### config.mk
export PLATFORM = sky130hd
export DESIGN_NAME = evtmr_regs
export DESIGN_NICKNAME = d
export VERILOG_FILES = /design/src/rtl/evtmr_pkg.sv /design/src/rtl/evtmr_decode.sv /design/src/rtl/evtmr_counter.sv /design/src/rtl/evtmr_regs.sv
export SDC_FILE = /design/constraint.sdc
export NUM_CORES = 1
export LEC_CHECK = 0
export BUFFER_PORTS_ARGS = -buffer_cell sky130_fd_sc_hd__buf_2
export CAP_MARGIN = 30
export CORE_AREA = 2 2 158 160
export CTS_CLUSTER_SIZE = 8
export DETAILED_ROUTE_END_ITERATION = 10
export DIE_AREA = 0 0 160 162
export PLACE_DENSITY = 0.77
export SYNTH_ARGS = -nofsm -noshare
export SYNTH_HDL_FRONTEND = slang
export SYNTH_SLANG_ARGS = --single-unit
### constraint.sdc
create_clock -name clk -period 8.8 [get_ports clk]
set_clock_uncertainty 0.05 [all_clocks]
set_input_delay 1.76 -clock clk [delete_from_list [all_inputs] [get_ports clk]]
set_output_delay 1.76 -clock clk [all_outputs]
set_load 0.02 [all_outputs]
### src/rtl/evtmr_pkg.sv
package evtmr_pkg;

    localparam int OFF_CAP   = 'h000;
    localparam int OFF_CFG   = 'h010;
    localparam int OFF_STAT  = 'h020;
    localparam int OFF_CNT   = 'h0F0;
    localparam int TMR_BASE  = 'h100;
    localparam int TMR_SPAN  = 'h20;
    localparam int CFG_EN    = 0;
    localparam int CFG_LEGACY = 1;

    typedef enum logic [2:0] {
        RG_NONE, RG_CAP, RG_CFG, RG_STAT, RG_CNT, RG_TMR
    } region_t;

    typedef enum logic [1:0] {
        TF_CFG = 2'd0, TF_CMP = 2'd1, TF_ROUTE = 2'd2, TF_NONE = 2'd3
    } tfield_t;

    typedef struct packed {
        logic        ok;
        logic        half;
        logic        upper;
        region_t     rg;
        tfield_t     fld;
        logic [63:0] data;
        logic [63:0] mask;
    } access_t;

    function automatic logic [63:0] lane_expand(input logic [7:0] ln);
        logic [63:0] m;
        for (int i = 0; i < 8; i++) m[i*8 +: 8] = {8{ln[i]}};
        return m;
    endfunction

    function automatic logic [63:0] merge64(input logic [63:0] old,
                                            input logic [63:0] d,
                                            input logic [63:0] m);
        return (old & ~m) | (d & m);
    endfunction

endpackage

### src/rtl/evtmr_decode.sv
module evtmr_decode
    import evtmr_pkg::*;
#(
    parameter int ADDR_W  = 12,
    parameter int NUM_TMR = 8
) (
    input  logic              valid,
    input  logic [ADDR_W-1:0] addr,
    input  logic [3:0]        size,
    input  logic [63:0]       wdata,
    input  logic [7:0]        lanes,
    output access_t           acc,
    output logic [NUM_TMR-1:0] sel
);
    localparam int TMR_END = TMR_BASE + NUM_TMR * TMR_SPAN;

    logic [31:0] off32;
    logic [31:0] rel;
    logic        in_tmr;
    logic [63:0] half_mask;

    assign off32  = 32'({addr[ADDR_W-1:3], 3'b000});
    assign rel    = off32 - 32'(TMR_BASE);
    assign in_tmr = (off32 >= 32'(TMR_BASE)) && (off32 < 32'(TMR_END));
    assign half_mask = {32'b0, lane_expand({4'b0, lanes[3:0]})[31:0]};

    always_comb begin
        acc.half  = (size == 4'd4);
        acc.upper = addr[2];
        acc.ok    = valid && ((size == 4'd4 && addr[1:0] == 2'b00) ||
                              (size == 4'd8 && addr[2:0] == 3'b000));
        if (acc.half) begin
            acc.data = addr[2] ? {wdata[31:0], 32'b0} : {32'b0, wdata[31:0]};
            acc.mask = addr[2] ? {half_mask[31:0], 32'b0} : half_mask;
        end else begin
            acc.data = wdata;
            acc.mask = lane_expand(lanes);
        end
        acc.fld = TF_NONE;
        if (!acc.ok)                      acc.rg = RG_NONE;
        else if (off32 == 32'(OFF_CAP))   acc.rg = RG_CAP;
        else if (off32 == 32'(OFF_CFG))   acc.rg = RG_CFG;
        else if (off32 == 32'(OFF_STAT))  acc.rg = RG_STAT;
        else if (off32 == 32'(OFF_CNT))   acc.rg = RG_CNT;
        else if (in_tmr) begin
            acc.rg  = RG_TMR;
            acc.fld = tfield_t'(rel[4:3]);
        end else                          acc.rg = RG_NONE;
    end

    for (genvar g = 0; g < NUM_TMR; g++) begin : g_sel
        assign sel[g] = (acc.rg == RG_TMR) && (acc.fld != TF_NONE) &&
                        (rel[31:5] == 27'(g));
    end

    always_comb begin
        AST_SEL_ONEHOT: assert ($onehot0(sel));
    end

endmodule

### src/rtl/evtmr_counter.sv
module evtmr_counter
    import evtmr_pkg::*;
(
    input  logic        clk,
    input  logic        rst,
    input  logic        cfg_we,
    input  logic        cnt_we,
    input  logic        tick,
    input  logic [63:0] data,
    input  logic [63:0] mask,
    output logic [63:0] cfg_q,
    output logic [31:0] cnt_q,
    output logic        restart
);
    logic [63:0] cfg_next;
    logic [63:0] cnt_merge;
    logic        en;

    assign en = cfg_q[CFG_EN];

    always_comb begin
        cfg_next = merge64(cfg_q, data, mask);
        cfg_next[CFG_LEGACY] = 1'b0;
        cnt_merge = merge64({32'b0, cnt_q}, data, mask);
    end

    always_ff @(posedge clk) begin
        if (rst) begin
            cfg_q   <= '0;
            cnt_q   <= '0;
            restart <= 1'b0;
        end else begin
            restart <= 1'b0;
            if (cfg_we) begin
                cfg_q <= cfg_next;
                if (cfg_next[CFG_EN] && !en) restart <= 1'b1;
            end
            if (cnt_we) begin
                cnt_q <= cnt_merge[31:0];
                if (en) restart <= 1'b1;
            end else if (en && tick) begin
                cnt_q <= cnt_q + 32'd1;
            end
        end
    end

    AST_CNT_HOLD: assert property (@(posedge clk) disable iff (rst)
        (!en && !cnt_we) |=> $stable(cnt_q));
    AST_CNT_STEP: assert property (@(posedge clk) disable iff (rst)
        (en && tick && !cnt_we) |=> (cnt_q == $past(cnt_q) + 32'd1));
    AST_RESTART_EN: assert property (@(posedge clk) disable iff (rst)
        $rose(en) |-> restart);
    AST_RESTART_WR: assert property (@(posedge clk) disable iff (rst)
        (cnt_we && en) |=> restart);
    AST_NO_RESTART_OFF: assert property (@(posedge clk) disable iff (rst)
        (cnt_we && !en && !cfg_we) |=> !restart);

endmodule

### src/rtl/evtmr_regs.sv
module evtmr_regs
    import evtmr_pkg::*;
#(
    parameter int          ADDR_W    = 12,
    parameter int          NUM_TMR   = 8,
    parameter logic [15:0] VENDOR    = 16'hC0DE,
    parameter logic [31:0] PERIOD_FS = 32'd100000000
) (
    input  logic               clk,
    input  logic               rst,
    input  logic               bus_valid,
    input  logic               bus_write,
    input  logic [ADDR_W-1:0]  bus_addr,
    input  logic [3:0]         bus_size,
    input  logic [63:0]        bus_wdata,
    input  logic [7:0]         bus_lanes,
    output logic [63:0]        rd_data,
    input  logic               tick,
    input  logic [NUM_TMR-1:0] irq_status,
    input  logic [63:0]        tmr_rdata,
    output logic [31:0]        count_val,
    output logic               count_en,
    output logic               restart,
    output logic [NUM_TMR-1:0] tmr_sel,
    output logic [1:0]         tmr_field,
    output logic               tmr_we,
    output logic               stat_we,
    output logic [63:0]        fwd_data,
    output logic [63:0]        fwd_mask
);
    localparam logic [4:0]  TMR_CNT_FLD = 5'(NUM_TMR - 1);
    localparam logic [63:0] CAP_WORD =
        {PERIOD_FS, VENDOR, 3'b000, TMR_CNT_FLD, 8'd1};

    access_t     acc;
    logic        wr, rd;
    logic        cfg_we, cnt_we;
    logic [63:0] cfg_q;
    logic [63:0] word;
    logic [63:0] rd_next;

    evtmr_decode #(.ADDR_W(ADDR_W), .NUM_TMR(NUM_TMR)) u_dec (
        .valid (bus_valid),
        .addr  (bus_addr),
        .size  (bus_size),
        .wdata (bus_wdata),
        .lanes (bus_lanes),
        .acc   (acc),
        .sel   (tmr_sel)
    );

    assign wr     = acc.ok && bus_write;
    assign rd     = bus_valid && !bus_write;
    assign cfg_we = wr && (acc.rg == RG_CFG);
    assign cnt_we = wr && (acc.rg == RG_CNT);
    assign stat_we = wr && (acc.rg == RG_STAT);
    assign tmr_we = wr && (acc.rg == RG_TMR) && (acc.fld != TF_NONE);
    assign tmr_field = acc.fld;
    assign fwd_data = acc.data;
    assign fwd_mask = acc.mask;

    evtmr_counter u_cnt (
        .clk     (clk),
        .rst     (rst),
        .cfg_we  (cfg_we),
        .cnt_we  (cnt_we),
        .tick    (tick),
        .data    (acc.data),
        .mask    (acc.mask),
        .cfg_q   (cfg_q),
        .cnt_q   (count_val),
        .restart (restart)
    );

    assign count_en = cfg_q[CFG_EN];

    always_comb begin
        unique case (acc.rg)
            RG_CAP:  word = CAP_WORD;
            RG_CFG:  word = cfg_q;
            RG_STAT: word = 64'(irq_status);
            RG_CNT:  word = {32'b0, count_val};
            RG_TMR:  word = (acc.fld != TF_NONE) ? tmr_rdata : 64'b0;
            default: word = 64'b0;
        endcase
        if (!acc.ok)       rd_next = 64'b0;
        else if (acc.half) rd_next = acc.upper ? {32'b0, word[63:32]}
                                               : {32'b0, word[31:0]};
        else               rd_next = word;
    end

    always_ff @(posedge clk) begin
        if (rst)     rd_data <= '0;
        else if (rd) rd_data <= rd_next;
    end

    AST_BAD_DROP: assert property (@(posedge clk) disable iff (rst)
        (bus_valid && !acc.ok) |-> !(tmr_we || stat_we || cfg_we || cnt_we));
    AST_BAD_READ_ZERO: assert property (@(posedge clk) disable iff (rst)
        (bus_valid && !bus_write && !acc.ok) |=> (rd_data == 64'b0));
    AST_LEGACY_ZERO: assert property (@(posedge clk) disable iff (rst)
        cfg_we |=> !cfg_q[CFG_LEGACY]);

endmodule

* Yosys cells after proc, flatten, opt, wreduce, memory -nomap -nowiden
Cells that the tools add are included.
Word-level totals: bits of input ports 165, output and inout port bits 238, flip-flop bits (word level) 160, logic and storage cells 88
Operators by class: reductions and logical operators 30, muxes and demuxes 26, $add $sub $neg 2, bitwise gates (word level) 6, equal/unequal tests 18, magnitude comparators 2
Operator list (count):
- 2-to-1 mux 64 bit | 5
- one-hot mux 64 bit (5 select lines) | 1
- bitwise AND 64 bit | 2
- 2-to-1 mux 128 bit | 1
- == test 27 x 3 -> 1 bit, second input constant | 4
- 2-to-1 mux 32 bit | 3
- NOT 64 bit | 1
- OR 64 bit | 1
- == test 27 x 2 -> 1 bit, second input constant | 2
- adder 32 x 1 -> 32 bit, second input constant | 1
- bitwise AND 32 bit | 1
- logical NOT 32 bit | 1
- OR 32 bit | 1
- == test 27 x 1 -> 1 bit, second input constant | 1
- logical NOT 27 bit | 1
- logical AND 1 bit | 22
- 2-to-1 mux 3 bit | 6
- subtractor 12 x 9 -> 13 bit, second input constant | 1
- greater-or-equal comparator 12 x 9 -> 1 bit, second input constant | 1
- < comparator 12 x 10 -> 1 bit, second input constant | 1
- 2-to-1 mux 2 bit | 6
- == test 9 x 2 -> 1 bit, second input constant | 1
- == test 9 x 3 -> 1 bit, second input constant | 1
- == test 9 x 5 -> 1 bit, second input constant | 1
- other kinds (12) | 18

* Depth between registers and ports, before layout
Gate-level depths: netlist of the first run.
depth in word-level cells 14, mapped depth 10, depth with buffers taken out 7

* Modules after synthesis
A second synthesis of the first run with hierarchy kept.
Second synthesis, totals: cells, all modules 1306, area, all modules 9616.7 um^2
By module, submodules not included:
- evtmr_counter | seq. area each 1921.8 um^2, cells each 609, area an instance 4549.4 um^2, instances 1
- evtmr_regs | seq. area each 1281.2 um^2, cells each 433, area an instance 3583.4 um^2, instances 1
- evtmr_decode | seq. area each 0.0 um^2, cells each 264, area an instance 1483.9 um^2, instances 1

* Least setup slack after synthesis of the first run
Ideal clock, no wire load.
kind input to output, start point input bus_addr[2], end point output tmr_sel[0], cell stages on the path 7, arrival 4.121 ns, slack 2.869 ns, buffers on the path 2, data required time 6.990 ns, path through buf_2 > nor3b_4 > o211ai_2 > buf_2 > nor4_1 > nand2b_1 > a2111oi_0
Between the ends: longest elaborated chain between the ends 8, elaborated cells on any way between the ends 10, those cells by class eq/ne (2); mux (2); reduce/logical (6)
RTL lines:
- start: declaration | line evtmr_regs.sv:13 | input logic [ADDR_W-1:0] bus_addr,
- logical NOT 3 bit (*) | line evtmr_decode.sv:31 | (size == 4'd8 && addr[2:0] == 3'b000));
- logical AND 1 bit (*) | line evtmr_decode.sv:31
- logical OR 1 bit (*) | line evtmr_decode.sv:30 | acc.ok = valid && ((size == 4'd4 && addr[1:0] == 2'b00) ||
- logical AND 1 bit (*) | line evtmr_decode.sv:30
- 2-to-1 mux 3 bit or 2-to-1 mux 2 bit (tied branches) | line evtmr_decode.sv:40 | if (!acc.ok) acc.rg = RG_NONE;
- == test 3 bit or != test 2 bit (tied branches) | line evtmr_decode.sv:52 | assign sel[g] = (acc.rg == RG_TMR) && (acc.fld != TF_NONE) &&
- logical AND 1 bit (*) (2 in a row) | line evtmr_decode.sv:52
- end: declaration | line evtmr_regs.sv:24 | output logic [NUM_TMR-1:0] tmr_sel,
Every way passes the cells marked *; elsewhere a longest branch is shown, timed or not.

* Worst setup path in the final report of the first run
start point input bus_addr[2], end point output stat_we
Between the ends: longest elaborated chain between the ends 7, elaborated cells on any way between the ends 8, those cells by class eq/ne (1); mux (1); reduce/logical (6)
RTL lines:
- logical NOT 3 bit (*) | line evtmr_decode.sv:31
- logical AND 1 bit (*) | line evtmr_decode.sv:31
- logical OR 1 bit (*) | line evtmr_decode.sv:30
- logical AND 1 bit (*) | line evtmr_decode.sv:30
- 2-to-1 mux 3 bit | line evtmr_decode.sv:40
- == test 3 x 2 -> 1 bit | line evtmr_regs.sv:56 | assign stat_we = wr && (acc.rg == RG_STAT);
- logical AND 1 bit (*) | line evtmr_regs.sv:56
- end: declaration | line evtmr_regs.sv:27 | output logic stat_we,
Marks and branches as above.

==> results of run 1 <==
-- metrics by stage --
step | power (W) | cell area, um^2 | setup slack [ps]
after floorplan | 0.000893 | 10100 | 2870
after global placement | 0.000996 | 11900 | 2780
after detailed placement | 0.000997 | 11900 | 3070
after CTS | 0.00173 | 12500 | 3060
after global routing | 0.00177 | 12500 | 2900
final | 0.00173 | 12500 | 2950
-- worst register-to-register path: cells and delay by family, from the launching register on --
family | cells | cell delay, ps
mux | 1 | 240
compound gates | 1 | 570
flops | 1 | 490
simple gates | 3 | 1280
-- worst min path at each step --
stage	depth (start not counted)	start	slack [ps]	endpoint
detailed placement	2	rd_data[46]	390	rd_data[46]
CTS	2	rd_data[46]	400	rd_data[46]
global placement	2	rd_data[27]	380	rd_data[27]
finish	2	rd_data[27]	400	rd_data[27]
floorplan	2	register	390	register
global route	2	rd_data[41]	430	rd_data[41]
-- synth_stat cells, types with 4 or more instances --
master,number
nor3_2,4
dfxtp_1,160
nand4_1,18
and3_1,38
and4_1,6
o21bai_1,27
or4_1,4
nor4_1,14
or3_1,11
o31ai_1,9
a31oi_1,20
mux2_2,11
a2111oi_0,7
a22oi_1,7
o21bai_2,6
buf_1,12
mux2i_1,10
o311a_1,32
nand2b_1,4
nor3_1,49
a31o_2,4
nor2_1,61
a221oi_1,22
inv_1,34
o311ai_0,22
nand2_1,164
clkbuf_1,73
a32oi_1,10
and2_1,35
o21ai_0,90
buf_4,57
nor4b_1,36
buf_2,27
a21oi_1,58
nand3_1,102
o2111ai_1,4
o211ai_1,4
a211oi_1,12
-- cell families (layout without fill, tap and decap cells) --
group,Yosys count,after routing,synth area share (%)
buffers and inverters,206,500,10.3
flip-flops,160,160,31.6
multiplexers,21,21,2.21
AO/OA/AOI/OAI,372,372,26.0
AND/OR/NAND/NOR,563,563,29.3
XOR/XNOR,2,2,0.173
adder cells (fa/ha/maj),3,3,0.370
other,0,3,0
-- metal layers --
| layer | track usage [%] | part of all wire, % | vias up |
|---|---|---|---|
| met5 | 0 | 0.028 | - |
| met4 | 12.9 | 3.6 | 2 |
| met3 | 8.04 | 11 | 116 |
| met2 | 51.5 | 44 | 794 |
| met1 | 45.8 | 41 | 5658 |
| li1 | - | - | 5475 |
-- power by group through the flow --
stage               Sequential (W)  Combinational, W  Clock (W)
global placement          0.000745          0.000251          0
CTS                       0.000728          0.000253   0.000746
detailed placement        0.000745          0.000252          0
finish                    0.000728          0.000257   0.000743
floorplan                 0.000746          0.000147          0
global route              0.000728          0.000270   0.000776
-- area by class of cell --
cell class              instances  area [um^2]
well taps                     324          405
flip-flops and latches        160         3200
multi-input cells             961         5940
inverters                      34          128
diodes                          3         7.51
clock buffers                  17          425
repair buffers                434         2270
clock inverters                15          146
fillers                      2431        11600
==> impl_metrics.yaml, run 1 <==
run_status:
  outcome: "finished, final reports clean"
routing:
  drtIter0Drc: 1702
  drt_first_pass_iters: 6
  drc: 0
  routed_wl_um: 45600
  vias_per_cell: 6.18
  wl_per_cell_um: 23.4
  vias: 12000
  ant_nets: 0
synthesis:
  synth_nets: 1495
  synth_edf_count: 0
  synth-seq-cells: 160
  synth_cell_types: 74
  synth-async-reset-ratio_pct: 0
  ys_seq_area_share_pct: 31.6
  synth_area_mm2: 0.0101
  synth_ff_type: "dfxtp_1"
  yosysTopAreaCellShare_pct: 31.6
  syn_area_per_cell_um2: 7.64
  synth_area_leaders: "dfxtp_1 (32%), nand2_1 (6.1%), nand3_1 (5.0%), o21ai_0 (4.4%), buf_4 (4.2%)"
  yosys_warnings: 0
  synthCells: 1327
  yosysTopAreaCell: "dfxtp_1"
global_routing:
  grtUsageTotal_pct: 33.6
  grt_remaining_overflow: 0
  grt_pass1_vias: 11000
  grt_max_degree: 89
  antenna_found_initial: 5
  grt_pass1_wl_um: 67300
power_and_ir_drop:
  combPwrFrac_pct: 14.9
  irDropWorstVdd_mv: 0.0995
  cellLeakagePower_nw: 5.16
  p_switching_w: 0.000529
  switching_share_pct: 30.6
  power_frac_seq_pct: 42.2
  clockPowerShare_pct: 43.0
  pwr_density_cell_mw_per_mm2: 138
  internal_power_w: 0.00120
setup_path:
  endpoint: "stat_we"
  crit_chain: "buf_2 > nor3b_4 > o211ai_4 > buf_4 > nor2_1 > nand2_1 > nor2_1 > buf_2"
  rr_worst_depth: 5
  crit_cells: 8
  startpoint_type: "input port"
  crit_start: "bus_addr[2]"
  crit_arrival_ps: 4040
  path_delay_family: "buffers and inverters"
  crit_buf_inv: 3
  crit_slowest_cell: "buf_4"
  r2r_setup_slack_ps: 6020
  setup.worst_path.end_class: "output pin"
  cp_data_required_time_ps: 6990
  worstSetupPathType: "in -> out"
  crit_fanout: 84
  critical-path-max-stage-delay_ps: 810
clock_tree:
  clock_sinks: 160
  post_cts_buffers: 0
  h-tree-depth: 4
  cts_tree: "done"
  insertion_delay_ps: 440
  cts_buffer_depth: 2
  cts_resized: 0
  cts_buffers: 17
  ctsHoldBuffers: 0
  clk_pin_slew_ps: 70
  ctsRootBufferMaster: "clkbuf_16"
place:
  place_inst: 1913
  hpwl_um: 33800
  io_buffer_count: 402
  gp_congestion: 0.984
finish:
  area_growth_pct: 23.6
  fin_cells: 1948
  final_core_util_pct: 52.0
  finalNetCount: 1776
  final_cell_mix: "buf_2 (404), nand2_1 (164), dfxtp_1 (160)"
  drive_gt1_share_pct: 31.5
  final_common_cell: "buf_2"
sta:
  worst_pin_slew_ps: 994
  slew_viol_final: 0
  timing.hold.ws_ps: 401
  setup_tns_ps: 0
  rsz0062_at_grt: "no"
  setup_viol: 0
  finalHoldViolCount: 0
  post-route-period-util_pct: 66.5
  max_freq_mhz: 171
  relSlewSlack_pct: 33.7
  fin_crit_ps: 5850
job:
  maxCapViolations: 0
min_path:
  hold_path_class: "reg -> reg"
floorplanning:
  row_count: 57
  fp.dieW_um: 160
  die-area_mm2: 0.0259
  start_util_pct: 42.0
  core_area_mm2: 0.0241
  ios: 403
  die_y_um: 162
Note: power is estimated with default switching activity, not from simulation.
==> inputs of run 2 (changes only) <==
--- a/config.mk
+++ b/config.mk
@@ -11,7 +11,7 @@
 export CTS_CLUSTER_SIZE = 8
 export DETAILED_ROUTE_END_ITERATION = 10
 export DIE_AREA = 0 0 160 162
-export PLACE_DENSITY = 0.77
+export PLACE_DENSITY = 0.79
 export SYNTH_ARGS = -nofsm -noshare
 export SYNTH_HDL_FRONTEND = slang
 export SYNTH_SLANG_ARGS = --single-unit
==> constraint.sdc (replaced) <==
create_clock -name clk -period 5.2 [get_ports clk]
set_clock_uncertainty 0.05 [all_clocks]
set_input_delay 1.04 -clock clk [delete_from_list [all_inputs] [get_ports clk]]
set_output_delay 1.04 -clock clk [all_outputs]
set_load 0.02 [all_outputs]
==> impl_metrics.yaml, run 2 (same netlist as run 1, synthesis figures left out) <==
sta:
  slew_viol_final: 0
  setup_tns_ps: 0
  max_freq_mhz: 230
  rsz0062_at_grt: "no"
  finalHoldViolCount: 0
  setup_viol: 0
  fin_crit_ps: 4350
  worst_pin_slew_ps: 930
  post-route-period-util_pct: 83.7
  relSlewSlack_pct: 38.0
  timing.hold.ws_ps: 397
global_routing:
  antenna_found_initial: 7
  grt_max_degree: 89
  grtUsageTotal_pct: 33.9
  grt_remaining_overflow: 0
  grt_pass1_wl_um: 67500
  grt_pass1_vias: 11000
setup_path:
  cpMostUsedCell: "buf_2"
  crit_fanout: 6
  crit_buf_inv: 2
  worstSetupPathType: "in -> out"
  rr_worst_depth: 5
  crit_arrival_ps: 3260
  endpoint: "tmr_sel[0]"
  crit_slowest_cell: "nor2b_1"
  cp_data_required_time_ps: 4110
  r2r_setup_slack_ps: 2380
  startpoint_type: "input port"
  crit_chain: "buf_2 > nor2b_1 > o211ai_4 > nor4_1 > nand2b_1 > a2111oi_0 > buf_2"
  critical-path-max-stage-delay_ps: 540
  crit_cells: 7
  path_delay_family: "simple AND/OR/NAND/NOR gates"
  setup.worst_path.end_class: "output pin"
  crit_start: "bus_size[2]"
clock_tree:
  post_cts_buffers: 0
  insertion_delay_ps: 430
  cts_buffer_depth: 2
  ctsHoldBuffers: 0
  clk_pin_slew_ps: 60
  cts_resized: 0
  cts_buffers: 17
  h-tree-depth: 4
  cts_tree: "done"
  clock_sinks: 160
  ctsRootBufferMaster: "clkbuf_16"
min_path:
  hold_path_class: "reg -> reg"
finish:
  area_growth_pct: 24.6
  drive_gt1_share_pct: 31.6
  final_cell_mix: "buf_2 (403), nand2_1 (164), dfxtp_1 (160)"
  final_common_cell: "buf_2"
  finalNetCount: 1784
place:
  hpwl_um: 34500
  gp_congestion: 1.01
  io_buffer_count: 402
routing:
  ant_nets: 0
  drtIter0Drc: 1898
  vias: 12300
  vias_per_cell: 6.30
  drc: 0
  wl_per_cell_um: 23.6
  routed_wl_um: 46200
  drt_first_pass_iters: 6
floorplanning:
  die_y_um: 162
  die-area_mm2: 0.0259
  start_util_pct: 42.0
  ios: 403
  core_area_mm2: 0.0241
  fp.dieW_um: 160
  row_count: 57
job:
  maxCapViolations: 0
run_status:
  outcome: "finished, final reports clean"
power_and_ir_drop:
  pwr_density_cell_mw_per_mm2: 233
  irDropWorstVdd_mv: 0.193
  cellLeakagePower_nw: 5.19
run 2: stage by stage:
| stage | utilization (%) | area, um^2 | setup WS [ps] | total power [W] | std cells |
|---|---|---|---|---|---|
| global placement | 49.6 | 12000 | 1010 | 0.00169 | 1917 |
| detailed placement | 49.9 | 12000 | 937 | 0.00169 | 1921 |
| floorplan | - | 10100 | 709 | 0.00151 | 1327 |
| finish | 52.4 | 12600 | 849 | 0.00294 | 1958 |
| CTS | 52.3 | 12600 | 916 | 0.00293 | 1952 |
| global route | 52.4 | 12600 | 757 | 0.00302 | 1956 |
run 2: final cells by class:
| type | instances | area (um^2) |
|---|---|---|
| antenna | 6 | 15.0 |
| clock buffer | 20 | 447 |
| clock inverter | 11 | 131 |
| fill | 2384 | 11500 |
| inverter | 34 | 128 |
| multi-input combinational | 961 | 5940 |
| sequential | 160 | 3200 |
| tap | 324 | 405 |
| timing repair buffer | 442 | 2350 |
run 2: worst register-to-register path, delay by kind of cell, from the launching register on:
kind,cells,cell delay (ps)
compound gates,1,600
flops,1,490
mux,1,270
simple gates,3,1280
run 2: where the power goes:
group,leakage (nW),internal (W),switching (W)
clock network,0.262,0.000722,0.000544
logic,3.64,0.000132,0.000310
registers,1.29,0.00123,0.00000434
run 2: worst min-delay path by stage:
stage	to	cells past startpoint	startpoint
6_report	rd_data[45]	2	rd_data[45]
5_1_grt	rd_data[59]	2	rd_data[59]
4_1_cts	rd_data[45]	2	rd_data[45]
3_5_place_dp	rd_data[29]	2	rd_data[29]
3_3_place_gp	rd_data[12]	2	rd_data[12]
2_1_floorplan	register	2	register
run 2: per-layer routing:
metal | track usage, % | share of wire [%] | vias to the layer above
li1 | - | - | 5502
met3 | 8.02 | 12 | 136
met4 | 13.4 | 3.8 | 4
met1 | 46.5 | 40 | 5728
met2 | 51.7 | 44 | 959
met5 | 0 | 0.045 | -
==> inputs of run 3 (changes only) <==
--- a/config.mk
+++ b/config.mk
@@ -7,10 +7,10 @@
 export LEC_CHECK = 0
 export BUFFER_PORTS_ARGS = -buffer_cell sky130_fd_sc_hd__buf_2
 export CAP_MARGIN = 30
-export CORE_AREA = 2 2 158 160
+export CORE_AREA = 2 2 155 157
 export CTS_CLUSTER_SIZE = 8
 export DETAILED_ROUTE_END_ITERATION = 10
-export DIE_AREA = 0 0 160 162
+export DIE_AREA = 0 0 157 159
 export PLACE_DENSITY = 0.79
 export SYNTH_ARGS = -nofsm -noshare
 export SYNTH_HDL_FRONTEND = slang
==> constraint.sdc (replaced) <==
create_clock -name clk -period 4.2 [get_ports clk]
set_clock_uncertainty 0.05 [all_clocks]
set_input_delay 0.84 -clock clk [delete_from_list [all_inputs] [get_ports clk]]
set_output_delay 0.84 -clock clk [all_outputs]
set_load 0.02 [all_outputs]
==> impl_metrics.yaml, run 3 (same netlist as run 1, synthesis figures left out) <==
sta:
  slew_viol_final: 0
  finalHoldViolCount: 0
  max_freq_mhz: 266
  post-route-period-util_pct: 89.6
  fin_crit_ps: 3760
  setup_tns_ps: 0
  setup_viol: 0
  worst_pin_slew_ps: 960
  rsz0062_at_grt: "no"
  relSlewSlack_pct: 35.8
  setup_slack_ps: 439
  timing.hold.ws_ps: 397
finish:
  drive_gt1_share_pct: 32.2
  finalNetCount: 1796
  area_growth_pct: 25.7
  multi_input_area_mm2: 0.00594
  num-fill-cells: 2238
  seqCellArea_mm2: 0.00320
  final_cell_mix: "buf_2 (402), nand2_1 (164), dfxtp_1 (160)"
  final_common_cell: "buf_2"
routing:
  drtIter0Drc: 1603
  routed_wl_um: 46700
  drt_first_pass_iters: 7
  drc: 0
  vias_per_cell: 6.32
  vias: 12400
  wl_per_cell_um: 23.8
  ant_nets: 0
floorplanning:
  die-area_mm2: 0.0250
  start_util_pct: 43.7
  die_y_um: 159
  ios: 403
  fp.dieW_um: 157
  core_area_mm2: 0.0232
  row_count: 56
run_status:
  outcome: "finished, final reports clean"
global_routing:
  grtUsageTotal_pct: 35.9
  grt_pass1_vias: 11200
  grt_pass1_wl_um: 68700
  antenna_found_initial: 3
  grt_remaining_overflow: 0
  grt_max_degree: 89
clock_tree:
  h-tree-depth: 4
  clock_sinks: 160
  cts_tree: "done"
  clk_pin_slew_ps: 70
  cts_resized: 0
  cts_buffers: 17
  ctsRootBufferMaster: "clkbuf_16"
  cts_buffer_depth: 2
  ctsHoldBuffers: 0
  post_cts_buffers: 0
  insertion_delay_ps: 430
setup_path:
  crit_fanout: 6
  path_delay_family: "simple AND/OR/NAND/NOR gates"
  setup.worst_path.end_class: "output pin"
  cp_data_required_time_ps: 3310
  critical-path-max-stage-delay_ps: 470
  startpoint_type: "input port"
  crit_arrival_ps: 2870
  worstSetupPathType: "in -> out"
  crit_chain: "buf_2 > nor2b_1 > o211ai_4 > nor4_1 > nand2b_1 > a2111oi_0 > buf_2"
  crit_buf_inv: 2
  crit_slowest_cell: "nor2b_1"
  cpMostUsedCell: "buf_2"
power_and_ir_drop:
  irDropWorstVdd_mv: 0.254
  cellLeakagePower_nw: 5.28
  pwr_density_cell_mw_per_mm2: 294
place:
  gp_congestion: 0.968
  hpwl_um: 34600
  preCtsSetupSlack_ps: 480
  io_buffer_count: 402
job:
  maxCapViolations: 0
min_path:
  hold_path_class: "reg -> reg"
==> run 3: changes by cell type in the layout (fill, tap and decap cells not counted), sizes merged <==
cell | previous run | this run
clkinvlp | 6 | 4
buf | 442 | 454
clkbuf | 20 | 18
clkinv | 0 | 2
inv | 37 | 39
diode | 6 | 1
bufinv | 2 | 3
==> run 3: path summary, 6_finish.rpt <==
kind	start	endpoint	slack, ps	cells past startpoint
worst max-delay path	bus_size[2]	tmr_sel[0]	440	7
worst min-delay path	rd_data[17]	rd_data[17]	400	2
worst max register to register	register	register	1290	5
worst min register to register	rd_data[17]	rd_data[17]	400	2
==> run 3: per-stage QoR <==
stage / instances / cell area (um^2) / utilization (%) / total power (W)
after floorplan: 1327 / 10100 / - / 0.00187
after global placement: 1928 / 12100 / 52.3 / 0.00210
after detailed placement: 1928 / 12100 / 52.3 / 0.00210
after CTS: 1960 / 12700 / 54.9 / 0.00372
after global routing: 1961 / 12700 / 54.9 / 0.00382
final: 1961 / 12700 / 54.9 / 0.00374
==> run 3: layout make-up <==
class	count	share of cell area, %
inverters	34	1.00
flip-flops and latches	160	25.1
multi-input cells	961	46.7
clock buffers	18	3.37
well taps	319	3.13
diodes	1	0.0196
repair buffers	454	19.3
clock inverters	14	1.41
==> run 3: tightest hold or removal path: stages, from the launching register on <==
cell and delay (ps):
dfxtp_1 320, nand2_1 50, o31ai_1 50
==> run 3: routing by layer <==
metal  part of all wire, %  GRT usage (%)  vias up
li1                      -              -     5528
met1                    39           50.0     5781
met2                    45           55.2      974
met3                    12           6.75      107
met4                   3.5           13.4        0
met5                     0              0        -
==> run 3: power breakdown <==
group          internal [W]  switching, W  total (W)
Clock              0.000948      0.000710    0.00166
Combinational      0.000168      0.000390   0.000558
Sequential          0.00152    0.00000581    0.00153
